$ cat src/rtl/spi_arb_pkg.sv
package spi_arb_pkg;

    typedef enum logic [1:0] {
        ST_IDLE    = 2'd0,
        ST_LAUNCH  = 2'd1,
        ST_BUSY    = 2'd2,
        ST_RELEASE = 2'd3
    } arb_state_t;

    typedef enum logic {
        OWN_GAIN = 1'b0,
        OWN_HOST = 1'b1
    } owner_t;

    localparam int NUM_SRC = 2;

endpackage

$ cat src/rtl/spi_arb_pick.sv
module spi_arb_pick
    import spi_arb_pkg::*;
#(
    parameter int MAX_GAIN_STREAK = 3
) (
    input  logic   clk,
    input  logic   rst_n,
    input  logic   gain_req,
    input  logic   host_req,
    input  logic   take,
    output logic   pick_valid,
    output owner_t pick_owner
);
    localparam int STREAK_W = $clog2(MAX_GAIN_STREAK + 1);
    localparam logic [STREAK_W-1:0] STREAK_CAP = STREAK_W'(MAX_GAIN_STREAK);

    logic [STREAK_W-1:0] streak_q;
    logic                cap_hit;

    assign cap_hit    = (streak_q >= STREAK_CAP);
    assign pick_valid = gain_req | host_req;

    always_comb begin
        if (gain_req && host_req) begin
            pick_owner = cap_hit ? OWN_HOST : OWN_GAIN;
        end else if (gain_req) begin
            pick_owner = OWN_GAIN;
        end else begin
            pick_owner = OWN_HOST;
        end
    end

    always_ff @(posedge clk) begin
        if (!rst_n) begin
            streak_q <= '0;
        end else if (take) begin
            if (pick_owner == OWN_GAIN && host_req) begin
                streak_q <= cap_hit ? streak_q : streak_q + 1'b1;
            end else begin
                streak_q <= '0;
            end
        end
    end

    assert_streak_bound_R4: assert property (@(posedge clk) disable iff (!rst_n)
        streak_q <= STREAK_CAP);

    assert_lone_host_clears_R4: assert property (@(posedge clk) disable iff (!rst_n)
        (take && !gain_req) |=> (streak_q == '0));

endmodule

$ cat src/rtl/spi_arb_seq.sv
module spi_arb_seq
    import spi_arb_pkg::*;
(
    input  logic   clk,
    input  logic   rst_n,
    input  logic   pick_valid,
    input  owner_t pick_owner,
    input  logic   m_done,
    output logic   take,
    output logic   m_start,
    output logic   busy,
    output owner_t owner_q,
    output logic   gain_grant,
    output logic   host_grant
);
    arb_state_t state_q, state_d;
    logic       holding;

    always_comb begin
        state_d = state_q;
        unique case (state_q)
            ST_IDLE:    if (pick_valid) state_d = ST_LAUNCH;
            ST_LAUNCH:  state_d = ST_BUSY;
            ST_BUSY:    if (m_done) state_d = ST_RELEASE;
            ST_RELEASE: state_d = ST_IDLE;
        endcase
    end

    always_ff @(posedge clk) begin
        if (!rst_n) begin
            state_q <= ST_IDLE;
            owner_q <= OWN_GAIN;
        end else begin
            state_q <= state_d;
            if (take) owner_q <= pick_owner;
        end
    end

    always_comb begin
        take    = 1'b0;
        m_start = 1'b0;
        busy    = 1'b0;
        holding = 1'b0;
        unique case (state_q)
            ST_IDLE:    take = pick_valid;
            ST_LAUNCH:  begin m_start = 1'b1; holding = 1'b1; end
            ST_BUSY:    begin busy = 1'b1; holding = 1'b1; end
            ST_RELEASE: ;
        endcase
        gain_grant = holding && (owner_q == OWN_GAIN);
        host_grant = holding && (owner_q == OWN_HOST);
    end

    assert_start_single_R2: assert property (@(posedge clk) disable iff (!rst_n)
        m_start |=> !m_start);

    assert_owner_locked_R5: assert property (@(posedge clk) disable iff (!rst_n)
        (m_start || (busy && !m_done)) |=> ($stable(owner_q) && (gain_grant || host_grant)));

    assert_release_gap_R8: assert property (@(posedge clk) disable iff (!rst_n)
        (busy && m_done) |=> (!gain_grant && !host_grant && !m_start));

    assert_stray_ignored_R7: assert property (@(posedge clk) disable iff (!rst_n)
        (m_start && m_done) |=> busy);

endmodule

$ cat src/rtl/spi_arb_route.sv
module spi_arb_route
    import spi_arb_pkg::*;
#(
    parameter int ADDR_W = 7,
    parameter int DATA_W = 8
) (
    input  logic                           clk,
    input  logic                           rst_n,
    input  logic                           take,
    input  owner_t                         pick_owner,
    input  owner_t                         owner_q,
    input  logic                           busy,
    input  logic [NUM_SRC-1:0][ADDR_W-1:0] src_addr,
    input  logic [NUM_SRC-1:0][DATA_W-1:0] src_wdata,
    input  logic [NUM_SRC-1:0]             src_wr,
    input  logic                           m_done,
    input  logic [DATA_W-1:0]              m_rdata,
    output logic [ADDR_W-1:0]              m_addr,
    output logic [DATA_W-1:0]              m_wdata,
    output logic                           m_wr,
    output logic [NUM_SRC-1:0]             src_done,
    output logic [NUM_SRC-1:0][DATA_W-1:0] src_rdata
);
    always_ff @(posedge clk) begin
        if (!rst_n) begin
            m_addr  <= '0;
            m_wdata <= '0;
            m_wr    <= 1'b0;
        end else if (take) begin
            m_addr  <= src_addr[pick_owner];
            m_wdata <= src_wdata[pick_owner];
            m_wr    <= src_wr[pick_owner];
        end
    end

    for (genvar i = 0; i < NUM_SRC; i++) begin : g_return
        assign src_done[i]  = busy && m_done && (owner_q == owner_t'(i));
        assign src_rdata[i] = src_done[i] ? m_rdata : '0;
    end

    assert_fields_held_R5: assert property (@(posedge clk) disable iff (!rst_n)
        (busy && !m_done) |=> ($stable(m_addr) && $stable(m_wdata) && $stable(m_wr)));

    assert_single_return_R6: assert property (@(posedge clk) disable iff (!rst_n)
        $onehot0(src_done));

endmodule

$ cat src/rtl/spi_req_arbiter.sv
module spi_req_arbiter
    import spi_arb_pkg::*;
#(
    parameter int ADDR_W          = 7,
    parameter int DATA_W          = 8,
    parameter int MAX_GAIN_STREAK = 3
) (
    input  logic              clk,
    input  logic              rst_n,
    input  logic              gain_req,
    input  logic [ADDR_W-1:0] gain_addr,
    input  logic [DATA_W-1:0] gain_wdata,
    input  logic              gain_wr,
    output logic              gain_grant,
    output logic              gain_done,
    output logic [DATA_W-1:0] gain_rdata,
    input  logic              host_req,
    input  logic [ADDR_W-1:0] host_addr,
    input  logic [DATA_W-1:0] host_wdata,
    input  logic              host_wr,
    output logic              host_grant,
    output logic              host_done,
    output logic [DATA_W-1:0] host_rdata,
    output logic              m_start,
    output logic [ADDR_W-1:0] m_addr,
    output logic [DATA_W-1:0] m_wdata,
    output logic              m_wr,
    input  logic              m_done,
    input  logic [DATA_W-1:0] m_rdata
);
    logic   pick_valid;
    owner_t pick_owner;
    logic   take;
    logic   busy;
    owner_t owner_q;

    logic [NUM_SRC-1:0][ADDR_W-1:0] src_addr;
    logic [NUM_SRC-1:0][DATA_W-1:0] src_wdata;
    logic [NUM_SRC-1:0]             src_wr;
    logic [NUM_SRC-1:0]             src_done;
    logic [NUM_SRC-1:0][DATA_W-1:0] src_rdata;

    assign src_addr[OWN_GAIN]  = gain_addr;
    assign src_addr[OWN_HOST]  = host_addr;
    assign src_wdata[OWN_GAIN] = gain_wdata;
    assign src_wdata[OWN_HOST] = host_wdata;
    assign src_wr[OWN_GAIN]    = gain_wr;
    assign src_wr[OWN_HOST]    = host_wr;
    assign gain_done           = src_done[OWN_GAIN];
    assign host_done           = src_done[OWN_HOST];
    assign gain_rdata          = src_rdata[OWN_GAIN];
    assign host_rdata          = src_rdata[OWN_HOST];

    spi_arb_pick #(
        .MAX_GAIN_STREAK(MAX_GAIN_STREAK)
    ) u_pick (
        .clk       (clk),
        .rst_n     (rst_n),
        .gain_req  (gain_req),
        .host_req  (host_req),
        .take      (take),
        .pick_valid(pick_valid),
        .pick_owner(pick_owner)
    );

    spi_arb_seq u_seq (
        .clk       (clk),
        .rst_n     (rst_n),
        .pick_valid(pick_valid),
        .pick_owner(pick_owner),
        .m_done    (m_done),
        .take      (take),
        .m_start   (m_start),
        .busy      (busy),
        .owner_q   (owner_q),
        .gain_grant(gain_grant),
        .host_grant(host_grant)
    );

    spi_arb_route #(
        .ADDR_W(ADDR_W),
        .DATA_W(DATA_W)
    ) u_route (
        .clk       (clk),
        .rst_n     (rst_n),
        .take      (take),
        .pick_owner(pick_owner),
        .owner_q   (owner_q),
        .busy      (busy),
        .src_addr  (src_addr),
        .src_wdata (src_wdata),
        .src_wr    (src_wr),
        .m_done    (m_done),
        .m_rdata   (m_rdata),
        .m_addr    (m_addr),
        .m_wdata   (m_wdata),
        .m_wr      (m_wr),
        .src_done  (src_done),
        .src_rdata (src_rdata)
    );

    assert_grant_exclusive_R5: assert property (@(posedge clk) disable iff (!rst_n)
        !(gain_grant && host_grant));

    assert_no_done_without_grant_R7: assert property (@(posedge clk) disable iff (!rst_n)
        (!gain_grant && !host_grant) |-> (!gain_done && !host_done));

    assert_quiet_when_idle_R8: assert property (@(posedge clk) disable iff (!rst_n)
        (!gain_grant && !host_grant && !gain_req && !host_req && !m_start) |=> !m_start);

endmodule

$ cat config.mk
export PLATFORM = sky130hd
export DESIGN_NAME = spi_req_arbiter
export DESIGN_NICKNAME = d
export VERILOG_FILES = /design/src/rtl/spi_arb_pkg.sv /design/src/rtl/spi_arb_pick.sv /design/src/rtl/spi_arb_seq.sv /design/src/rtl/spi_arb_route.sv /design/src/rtl/spi_req_arbiter.sv
export SDC_FILE = /design/constraint.sdc
export NUM_CORES = 1
export LEC_CHECK = 0
export ABC_AREA = 1
export BUFFER_PORTS_ARGS = -buffer_cell sky130_fd_sc_hd__buf_4
export CELL_PAD_IN_SITES_DETAIL_PLACEMENT = 0
export CELL_PAD_IN_SITES_GLOBAL_PLACEMENT = 2
export CORE_MARGIN = 3
export CORE_UTILIZATION = 19
export DETAILED_ROUTE_END_ITERATION = 8
export PLACE_DENSITY_LB_ADDON = 0.1
export SYNTH_ARGS = -nofsm -noshare
export SYNTH_HDL_FRONTEND = slang
export SYNTH_SLANG_ARGS = --single-unit
$ cat constraint.sdc
create_clock -name clk -period 1.5 [get_ports clk]
set_input_delay 0.3 -clock clk [delete_from_list [all_inputs] [get_ports clk]]
set_output_delay 0.3 -clock clk [all_outputs]
set_load 0.02 [all_outputs]
==> impl_results.md <==
- Outcome: complete, but fails checks
- Failing checks: negative setup slack
- Crit end category: output pin
- Syn nets: 263
- Number of routed nets with antenna violations: 0
- Share of layout cells above drive strength 1: 0.3846
- Top_reg_cell synth: dfxtp_1
- Initial drt markers: 11
- Async SR Flop Fraction: 0
- CTS tree: built
- First-pass GRT wire length: 6624 µm
- GRT Util Overall: 0.1085
- Clock Path Buffers: 2
- Reg clk slew, reported paths: 0.08 ns
- CTS Buf Count: 3
- Most frequent cells in the layout: buf_4 (73), nor2_1 (65), nand2_1 (40), inv_1 (33), dfxtp_1 (19)
- Syn Area/Cell: 5.939 µm²
- Fillers: 730
- Fmax: 0.6253 GHz
- Htree depth: 1
- # rows: 29
- Remaining DRCs: 0
- Crit path kind: reg -> out
- Startpoint types: register
- PwrDens: 1413 nW/µm²
- Die X: 87.60 µm
- Setup ws final: -0.09928 ns
- I/O Buffers: 81
- Final wirelength: 4041 µm
- Slew headroom: 0.8463
- Synthesized cell area: 1265 µm²
- Routed length per placed instance: 10.75 µm
- Unrepaired setup endpoints after global routing: yes
- # hold bufs at CTS: 0
- Commonest non-fill, non-tap cell in the layout: buf_4
- Worst R2R Path Depth: 8
- Post-layout util: 0.3454
- Fin crit period: 1.599 ns
- Hold Crit Class: in -> reg
- ANT cells: 0
- Die H: 87.60 µm
- Critical Path Sink: gain_rdata[6]
- Worst reg2reg startpoint: u_seq.state_q[1]$_SDFFE_PN0P_
- Sum Neg Setup Slack: -1.507 ns
- Vias in the first global route: 1437
- CORE AREA: 6386 µm²
- EDFF count, synth: 0
- Worst skew pair latency: 0.26 ns
- Leak: 1.184 nW
- Peak supply drop: 0.5777 mV
- DR vias: 1470
- Arr. time, crit path: 1.30 ns
- FF+latch count, synth: 21
- TritonCTS Sinks: 21
- Distinct cells, synth: 19
- Largest net degree at the start of global routing: 36
- Drt first pass iters: 4
- Synth Instances: 213
- GRT overflow: 0
- GP Congestion: 0.6474
- Final count of hold timing violations: 0
- Yosys warns: 0
- Fin cells: 376
- R2R Setup Slk: 0.15 ns
- Total design power: 3.117 mW
- Critical Path Fanout Max: 9
- CTS Root Cell: clkbuf_8
- Max Clock Skew: 0.003267 ns
- Setup crit start: u_seq.state_q[0]$_SDFFE_PN0P_
- Dpl hpwl: 2928 µm
- Final period util: 1.066
- Req. time, crit path: 1.20 ns
- Worst slew pin tran: 0.2302 ns
- Fin nets: 350
- Endpoints failing setup: 20
- Ports: 82
- Slew Limit Fails: 0
- Initial core utilization: 0.1981
- Routed vias/inst: 3.910
- Synthesis-to-layout area growth: 74.38%
- Die footprint: 7673 µm²
- Total of max-cap violations: 0
- Placed insts: 369
- Initial antenna violation count: 0
- Worst R2R End: u_route.m_wdata[2]$_SDFFE_PN0P_
- Sequential share of the synthesized area: 0.3323
-- power by group --
part	switching (mW)	internal (mW)	total, mW
Sequential	0.119	0.759	0.878
Clock	0.195	0.185	0.380
Combinational	1.02	0.843	1.86
-- worst min-delay path by stage --
stage                                                  to  slack, ns                            start  cells past startpoint
after floorplan           u_pick.streak_q[0]$_SDFFE_PN0P_       0.44  u_pick.streak_q[0]$_SDFFE_PN0P_                      2
after global placement    u_pick.streak_q[0]$_SDFFE_PN0P_       0.45  u_pick.streak_q[0]$_SDFFE_PN0P_                      2
after detailed placement  u_pick.streak_q[0]$_SDFFE_PN0P_       0.46  u_pick.streak_q[0]$_SDFFE_PN0P_                      2
after CTS                  u_route.m_addr[0]$_SDFFE_PN0P_       0.32                     host_addr[0]                      5
after global routing       u_route.m_addr[5]$_SDFFE_PN0P_       0.33                     host_addr[5]                      5
final                      u_route.m_addr[5]$_SDFFE_PN0P_       0.33                     host_addr[5]                      5
-- Yosys cell counts (2+ instances only) --
cell type	number	area, µm²
buf_2	2	10.01
nand2_1	40	150.1
nand3_1	3	15.01
nor2_1	74	277.8
buf_4	2	15.01
o21ai_1	16	80.08
inv_1	36	135.1
dfxtp_1	21	420.4
ha_1	5	62.56
buf_6	3	33.78
a21oi_1	3	15.01
-- final cells by class --
type | count | area, µm² | share of cell area
Clock inverter | 1 | 5.005 | 0.002269
Timing Repair Buffer | 90 | 760.7 | 0.3449
Sequential cell | 21 | 425.4 | 0.1929
Multi-Input combinational cell | 147 | 738.2 | 0.3347
Tap cell | 77 | 96.34 | 0.04368
Inverter | 37 | 138.9 | 0.06296
Clock buffer | 3 | 41.29 | 0.01872
-- stage by stage --
step | setup WS (ns) | area [µm²] | hold WS (ns)
after floorplan | 0.05938 | 1265 | 0.4382
after global placement | 0.1013 | 1977 | 0.4526
after detailed placement | 0.09657 | 1977 | 0.4615
after CTS | -0.1113 | 2162 | 0.3219
after global routing | -0.1942 | 2206 | 0.3253
final | -0.09928 | 2206 | 0.3291
-- worst max-delay path: stages, from the launching register on --
cell      delay (ns)
dfxtp_2         0.33
inv_2           0.08
ha_4            0.16
nand3b_1        0.09
buf_6           0.15
nor2_1          0.09
buf_4           0.15
-- metal layers --
| metal | up-vias | global-route usage | wire length [µm] |
|---|---|---|---|
| met5 | - | 0 | 0 |
| met4 | 0 | 0.04184 | 57 |
| met3 | 4 | 0.02540 | 243 |
| met2 | 34 | 0.1842 | 2084 |
| met1 | 632 | 0.1324 | 1656 |
| li1 | 800 | - | - |
-- sequential cells by signal, summed over array words and instances, names as in the netlist --
register         flops
u_pick.streak_q      2
u_route.m_addr       7
u_route.m_wdata      8
u_route.m_wr         1
u_seq.owner_q        1
u_seq.state_q        2
-- logic make-up after synthesis --
logic type	Yosys count	synth area share
flops	21	0.3323
fa+ha+maj	5	0.04946
buf+inv	45	0.1592
compound gates	20	0.07912
simple gates	122	0.3798
-- repair_timing --
| action | CTS | global route |
|---|---|---|
| setup buffers | 2 | 0 |
| endpoints found under the setup margin | 20 | 20 |
| gates resized for setup | 32 | 11 |
| pin swaps | 2 | 0 |
| gates cloned | 1 | 0 |
(Power assumes the default switching activity.)
